### src/rtl/acc_alu_pkg.sv
package acc_alu_pkg;

    typedef enum logic [1:0] {
        FN_ADD   = 2'b00,
        FN_XOR   = 2'b01,
        FN_ANDOR = 2'b10,
        FN_LOAD  = 2'b11
    } alu_fn_e;

endpackage

### src/rtl/alu_operand.sv
// Operand conditioning: optional complement of the bus word and the
// matching inversion of the carry sense.
module alu_operand #(
    parameter int DATA_W = 16
) (
    input  logic [DATA_W-1:0] data_in,
    input  logic              inv_en,
    input  logic              cin_sel,
    output logic [DATA_W-1:0] opnd,
    output logic              cin_eff
);
    always_comb begin
        opnd    = inv_en ? ~data_in : data_in;
        cin_eff = cin_sel ^ inv_en;
    end
endmodule

### src/rtl/alu_adder.sv
// Adder with carry out of the top bit and carry into the top bit.
module alu_adder #(
    parameter int DATA_W = 16
) (
    input  logic [DATA_W-1:0] a,
    input  logic [DATA_W-1:0] b,
    input  logic              ci,
    output logic [DATA_W-1:0] sum,
    output logic              co,
    output logic              c_msb
);
    localparam int LOW_W = DATA_W - 1;

    logic [DATA_W:0] full;
    logic [LOW_W:0]  low;

    always_comb begin
        full  = {1'b0, a} + {1'b0, b} + {{DATA_W{1'b0}}, ci};
        low   = {1'b0, a[LOW_W-1:0]} + {1'b0, b[LOW_W-1:0]} + {{LOW_W{1'b0}}, ci};
        sum   = full[DATA_W-1:0];
        co    = full[DATA_W];
        c_msb = low[LOW_W];
    end
endmodule

### src/rtl/alu_logic.sv
// Function selection: picks the adder sum, a bitwise result or the operand.
module alu_logic
    import acc_alu_pkg::*;
#(
    parameter int DATA_W = 16
) (
    input  alu_fn_e           fn,
    input  logic [DATA_W-1:0] a,
    input  logic [DATA_W-1:0] b,
    input  logic [DATA_W-1:0] sum,
    input  logic              or_sel,
    output logic [DATA_W-1:0] result
);
    always_comb begin
        unique case (fn)
            FN_ADD:   result = sum;
            FN_XOR:   result = a ^ b;
            FN_ANDOR: result = or_sel ? (a | b) : (a & b);
            default:  result = b;
        endcase
    end
endmodule

### src/rtl/alu_zero_detect.sv
// Whole-word and per-lane zero detection.
module alu_zero_detect #(
    parameter int DATA_W = 16,
    parameter int LANE_W = 8
) (
    input  logic [DATA_W-1:0] value,
    output logic              all_zero,
    output logic              any_lane_zero
);
    localparam int N_LANES = DATA_W / LANE_W;

    logic [N_LANES-1:0] lane_z;

    for (genvar g = 0; g < N_LANES; g++) begin : g_lane
        assign lane_z[g] = (value[g*LANE_W +: LANE_W] == '0);
    end

    always_comb begin
        all_zero      = (value == '0);
        any_lane_zero = |lane_z;
    end
endmodule

### src/rtl/acc_alu.sv
module acc_alu
    import acc_alu_pkg::*;
#(
    parameter int DATA_W = 16,
    parameter int LANE_W = 8
) (
    input  logic              clk,
    input  logic              rst,
    input  logic              op_valid,
    input  logic              load_en,
    input  logic [1:0]        fn,
    input  logic              cin_sel,
    input  logic              inv_en,
    input  logic [DATA_W-1:0] data_in,
    output logic [DATA_W-1:0] acc,
    output logic              flag_cy,
    output logic              flag_ov,
    output logic              flag_zero,
    output logic              flag_lane_zero
);
    typedef struct packed {
        logic [DATA_W-1:0] acc;
        logic              cy;
        logic              ov;
        logic              zero;
        logic              lane_zero;
    } alu_state_t;

    alu_state_t st_d, st_q;

    logic [DATA_W-1:0] opnd;
    logic              cin_eff;
    logic [DATA_W-1:0] sum;
    logic              co;
    logic              c_msb;
    logic [DATA_W-1:0] result;
    logic              res_zero;
    logic              res_lane_zero;
    alu_fn_e           fn_e;

    assign fn_e = alu_fn_e'(fn);

    alu_operand #(.DATA_W(DATA_W)) u_opnd (
        .data_in (data_in),
        .inv_en  (inv_en),
        .cin_sel (cin_sel),
        .opnd    (opnd),
        .cin_eff (cin_eff)
    );

    alu_adder #(.DATA_W(DATA_W)) u_add (
        .a     (st_q.acc),
        .b     (opnd),
        .ci    (cin_eff),
        .sum   (sum),
        .co    (co),
        .c_msb (c_msb)
    );

    alu_logic #(.DATA_W(DATA_W)) u_logic (
        .fn     (fn_e),
        .a      (st_q.acc),
        .b      (opnd),
        .sum    (sum),
        .or_sel (cin_sel),
        .result (result)
    );

    alu_zero_detect #(.DATA_W(DATA_W), .LANE_W(LANE_W)) u_zero (
        .value         (result),
        .all_zero      (res_zero),
        .any_lane_zero (res_lane_zero)
    );

    always_comb begin
        st_d = st_q;
        if (op_valid) begin
            if (load_en) begin
                st_d.acc = result;
            end
            st_d.cy        = co ^ inv_en;
            st_d.ov        = c_msb ^ co;
            st_d.zero      = res_zero;
            st_d.lane_zero = res_lane_zero;
        end
    end

    always_ff @(posedge clk) begin
        if (rst) begin
            st_q <= '0;
        end else begin
            st_q <= st_d;
        end
    end

    assign acc            = st_q.acc;
    assign flag_cy        = st_q.cy;
    assign flag_ov        = st_q.ov;
    assign flag_zero      = st_q.zero;
    assign flag_lane_zero = st_q.lane_zero;
endmodule

### config.mk
export PLATFORM = sky130hd
export DESIGN_NAME = acc_alu
export DESIGN_NICKNAME = d
export VERILOG_FILES = /design/src/rtl/acc_alu_pkg.sv /design/src/rtl/alu_operand.sv /design/src/rtl/alu_adder.sv /design/src/rtl/alu_logic.sv /design/src/rtl/alu_zero_detect.sv /design/src/rtl/acc_alu.sv
export SDC_FILE = /design/constraint.sdc
export NUM_CORES = 1
export LEC_CHECK = 0
export BUFFER_PORTS_ARGS = -buffer_cell sky130_fd_sc_hd__buf_2
export CORE_AREA = 2 2 72 74
export DETAILED_ROUTE_END_ITERATION = 8
export DIE_AREA = 0 0 74 76
export PLACE_DENSITY = 0.8
export REMOVE_ABC_BUFFERS = 1
export SYNTH_ARGS = -nofsm -noshare
export SYNTH_HDL_FRONTEND = slang
export SYNTH_SLANG_ARGS = --single-unit
### constraint.sdc
create_clock -name clk -period 5.55 [get_ports clk]
set_input_delay 1.11 -clock clk [delete_from_list [all_inputs] [get_ports clk]]
set_output_delay 1.11 -clock clk [all_outputs]
set_load 0.02 [all_outputs]
# ---- Word-level counts from Yosys, hierarchy flattened
# Index checks and enable logic that the tools add are counted.
dict set report totals {
  ff_bits 20
  in_bits 24
  output_inout_bits 20
  wordCells 27
}
dict set report classes {
  n_addsub 4
  eq_ne 2
  muxes 3
  bitwise 7
  n_reduce_logical 6
}
# operator n
set op_table {}
lappend op_table {{one-hot mux 16 bit (3 select lines)} 1}
lappend op_table {{2-to-1 mux 16 bit} 2}
lappend op_table {{adder 16 x 16 -> 17 bit} 1}
lappend op_table {{adder 17 x 1 -> 17 bit} 1}
lappend op_table {{adder 15 x 15 -> 16 bit} 1}
lappend op_table {{adder 16 x 1 -> 16 bit} 1}
lappend op_table {{bitwise AND 16 bit} 1}
lappend op_table {{logical NOT 16 bit} 1}
lappend op_table {{logical NOT 8 bit} 2}
lappend op_table {{inverter 16 bit} 1}
lappend op_table {{OR 16 bit} 1}
lappend op_table {{bitwise XOR 16 bit} 1}
lappend op_table {{bitwise XOR 1 bit} 3}
lappend op_table {{== test 2 x 1 -> 1 bit, second input constant} 1}
lappend op_table {{== test 2 bit, second input constant} 1}
lappend op_table {{logical NOT 2 bit} 1}
lappend op_table {{AND reduction 2 bit} 1}
lappend op_table {{OR reduction 2 bit} 1}

# ---- Depth between registers and ports, before layout
dict set report depth {
  word_depth 7
  mapped_depth 14
  ltp_nobuf 11
}

# ---- By module
# From an unflattened synthesis, not the netlist that was laid out.
dict set report unflattened {
  cells_unflattened 355
  area_unflattened_um2 3169.3
}
# module n_inst cells_per_inst area_per_inst_um2 seq_area_each_um2
set by_module_without_submodules {}
lappend by_module_without_submodules {alu_logic 1 119 1094.8 0.0}
lappend by_module_without_submodules {acc_alu 1 87 929.6 400.4}
lappend by_module_without_submodules {alu_adder 1 122 924.6 0.0}
lappend by_module_without_submodules {alu_operand 1 19 180.2 0.0}
lappend by_module_without_submodules {alu_zero_detect 1 8 40.0 0.0}

# ---- Least setup slack after synthesis
# OpenSTA, ideal clock, no wires.
dict set report synth_timing {
  kind {in2reg}
  from {input port cin_sel}
  to {register st_q (netlist bit flag_zero)}
  setup_time_ns 0.092
  t_arrival_ns 4.273
  required_ns 5.458
  slack_ns 1.185
  cell_stages 13
  n_path_buf 2
  cell_sequence {clkbuf_1 > clkbuf_1 > xor2_1 > fa_1 > fa_1 > a21o_2 > a221o_2 > a21o_1 > a2111oi_4 > o2111ai_1 > nor4_2 > nand2_1 > o32ai_1}
}
dict set report synth_via {
  elab_chain_cells 4
  word_cells_on_any_way 5
  cone_classes {add/sub: 1; mux: 2; bitwise: 1; reduce/logical: 1}
}
# item line_no
set synth_rtl {}
lappend synth_rtl {{start, declared} acc_alu.sv:12} ;# input logic cin_sel,
lappend synth_rtl {{bitwise XOR 1 bit} alu_operand.sv:14} ;# cin_eff = cin_sel ^ inv_en;
lappend synth_rtl {{adder 17 x 1 -> 17 bit} alu_adder.sv:18} ;# full = {1'b0, a} + {1'b0, b} + {{DATA_W{1'b0}}, ci};
lappend synth_rtl {{one-hot mux 16 bit (3 select lines) *} alu_logic.sv:15} ;# unique case (fn)
lappend synth_rtl {{logical NOT 16 bit *} alu_zero_detect.sv:19} ;# all_zero = (value == '0);
lappend synth_rtl {{end signal, assigned} acc_alu.sv:92} ;# st_q <= st_d;
lappend synth_rtl {{end, declared} acc_alu.sv:29} ;# alu_state_t st_d, st_q;
# Mark *: on every way between the ends. The rest lies on a longest branch, timed or not.
# A chain may end at the register's enable or synchronous reset.

# ---- Final worst setup path
# Ends and elaborated chain as after synthesis.

==> results.ini <==
[drt]
wl_um = 7290
drt_iter0_markers = 298
drtAntennaViolNets = 0
via_per_inst = 5.92
vias = 2747
drc = 0
drt_first_pass_iters = 5
post_drt_wl_per_cell_um = 15.7

[grt]
grt_pass1_vias = 2471
antenna_found_initial = 0
grt_pass1_wl_um = 11900
grtUsageTotal = 0.265
grt_max_degree = 47
grt_overflow = 0

[cts]
post_cts_buffers = 0
cts_buffers = 3
clk_latency_ns = 0.28
cts_resized = 0
cts_tree = done
clock_path_buffers = 2
htree_levels = 1
cts_hold_buf = 0
cts-root-buf = clkbuf_8
clock_sinks = 20
clk_pin_slew_ns = 0.10

[place]
dp_hpwl_um = 5260
port-buffer-count = 43
gp_congestion = 0.961

[setup_path]
crit_type = primary input to flip-flop
cp_max_fo = 31
cp.required_ns = 5.74
r2r_cells = 10
end_kind = flip-flop
worstPathArrival_ns = 4.44
cp-start-kind = primary input
r2r_slack_ns = 2.36
timing.rr.start = acc[0]
worst_r2r_endpoint = flag_zero

[pwr]
p_leak_uw = 0.00140
powerDensity_mw_per_mm2 = 205
max-vdd-ir-drop_mv = 0.118

[min_path]
hold_start = acc[11]
min_to = acc[11]
hold_class = flip-flop to flip-flop
hold_path_depth = 2

[yosys]
netlist_area_mm2 = 0.00275
async_flop_share = 0
yosysWarnings = 0
ys_ff_latch = 20
synth_top_area_frac = 0.146
ys.flop_type = dfxtp_1
ys_seq_area_frac = 0.146
ys_types = 65
synth.area.top_cells = dfxtp_1 15%, ha_1 15%, a21oi_1 7.5%
synthCells = 366
yosysTopAreaCell = dfxtp_1
synth_edf_count = 0
syn_avg_cell_area_um2 = 7.51

[sta]
fmax_ghz = 0.236
slew-limit-headroom = 0.420
max_slew.worst_pin.slew_ns = 0.870
setup_viol = 0
final_hold_viol_count = 0
slew_viol_final = 0
setup-tns-final_ns = 0
period_minus_slack_ns = 4.24
rsz0062_at_grt = no
min_period_over_period = 0.765
clock_skew_ns = 0.00768

[floorplanning]
coreArea_mm2 = 0.00491
initial_core_util = 0.560
rows = 26
die_h_um = 76
die_w_um = 74
io_pins = 44
design.die.area_mm2 = 0.00562

[layout]
post-route-util = 0.620
drive_gt1_frac = 0.165
areaGrowthSynthToFinish_pct = 10.8
n_antenna_cell = 0
layout.nets = 453

[run_status]
status = finished, final reports clean

[job]
max_cap_viol_count = 0

## layout by cell type (no fill, tap or decap), types with 4 or more instances in the layout
master    synthesis  final
ha_1             32     32
mux2i_1           8      8
a21o_1            7      7
inv_1            41     41
o211ai_1          4      4
mux4_2            4      4
nor3_1            8      8
buf_2             7     43
nor2_1           38     38
a21oi_1          41     41
xor2_1            7      7
a211oi_1          4      4
nand2_1          29     29
o21ai_0          15     15
dfxtp_1          20     20
nand4_1           4      4
xnor2_1          13     13
## cell families (layout without fill, tap and decap cells)
group / count (synthesis) / in the layout / synth area share
xor+xnor: 20 / 20 / 0.0637
flops: 20 / 20 / 0.146
simple gates: 104 / 104 / 0.176
compound gates: 115 / 115 / 0.306
fa+ha+maj: 34 / 34 / 0.160
buf+inv: 61 / 89 / 0.0865
mux: 12 / 12 / 0.0619
## per-layer routing
metal | GRT usage | vias to the layer above | wire length (µm)
li1 | - | 1359 | -
met1 | 0.379 | 1272 | 3460
met2 | 0.411 | 101 | 3280
met3 | 0.0331 | 15 | 411
met4 | 0.0800 | 0 | 140
met5 | 0 | - | 0
## area by class of cell
class	count	area, µm²
Tap cell	70	87.6
Clock inverter	1	30.0
Multi-Input combinational cell	285	2110
Inverter	41	154
Timing Repair Buffer	44	223
Sequential cell	20	400
Clock buffer	3	41.3
Fill cell	441	1870
## registers in the layout, summed over array words and instances (netlist names)
signal,flops
flag_ov,1
acc,16
flag_lane_zero,1
flag_zero,1
flag_cy,1
## how the worst max path moves through the flow
stage | start | to | slack (ns) | cells after the start
6_report | cin_sel | flag_zero | 1.31 | 12
5_1_grt | cin_sel | flag_zero | 1.14 | 12
4_1_cts | cin_sel | flag_zero | 1.32 | 12
3_5_place_dp | cin_sel | flag_zero | 1.04 | 12
3_3_place_gp | cin_sel | flag_zero | 1.13 | 12
2_1_floorplan | inv_en | flag_zero | 1.66 | 11
## worst max-delay path: stages
cell,delay [ns]
buf_2,0.47
xor2_1,0.16
fa_1,0.43
fa_1,0.43
a21o_2,0.23
a221o_2,0.45
a2111oi_1,0.37
a311o_1,0.19
o31ai_1,0.10
nor4_2,0.30
nand2_1,0.09
o32ai_1,0.10
## synthesized netlist by cell type, types with 4 or more instances
| library cell | count |
|---|---|
| dfxtp_1 | 20 |
| nor3_1 | 8 |
| xnor2_1 | 13 |
| o211ai_1 | 4 |
| inv_1 | 41 |
| a21o_1 | 7 |
| o21ai_0 | 15 |
| mux4_2 | 4 |
| a211oi_1 | 4 |
| xor2_1 | 7 |
| clkbuf_1 | 9 |
| mux2i_1 | 8 |
| buf_1 | 4 |
| ha_1 | 32 |
| nor2_1 | 38 |
| buf_2 | 7 |
| nand2_1 | 29 |
| a21oi_1 | 41 |
| nand4_1 | 4 |
## where the power goes
group	internal, µW	leakage [µW]	total [µW]	switching, µW
Clock	96.6	0.0000357	159	62.7
Sequential	153	0.000163	162	9.35
Combinational	122	0.00120	303	181
## stage by stage
step                      power (µW)  setup WS, ns  instance area [µm²]  hold WS, ns  cells
after floorplan                  381          1.66                 2670        0.547    346
final                            624          1.31                 3050        0.495    464
after detailed placement         463          1.04                 2980        0.481    460
after CTS                        623          1.32                 3050        0.493    464
after global placement           456          1.13                 2980        0.474    460
after global routing             665          1.14                 3050        0.518    464
Note: power is estimated with default switching activity, not from simulation.
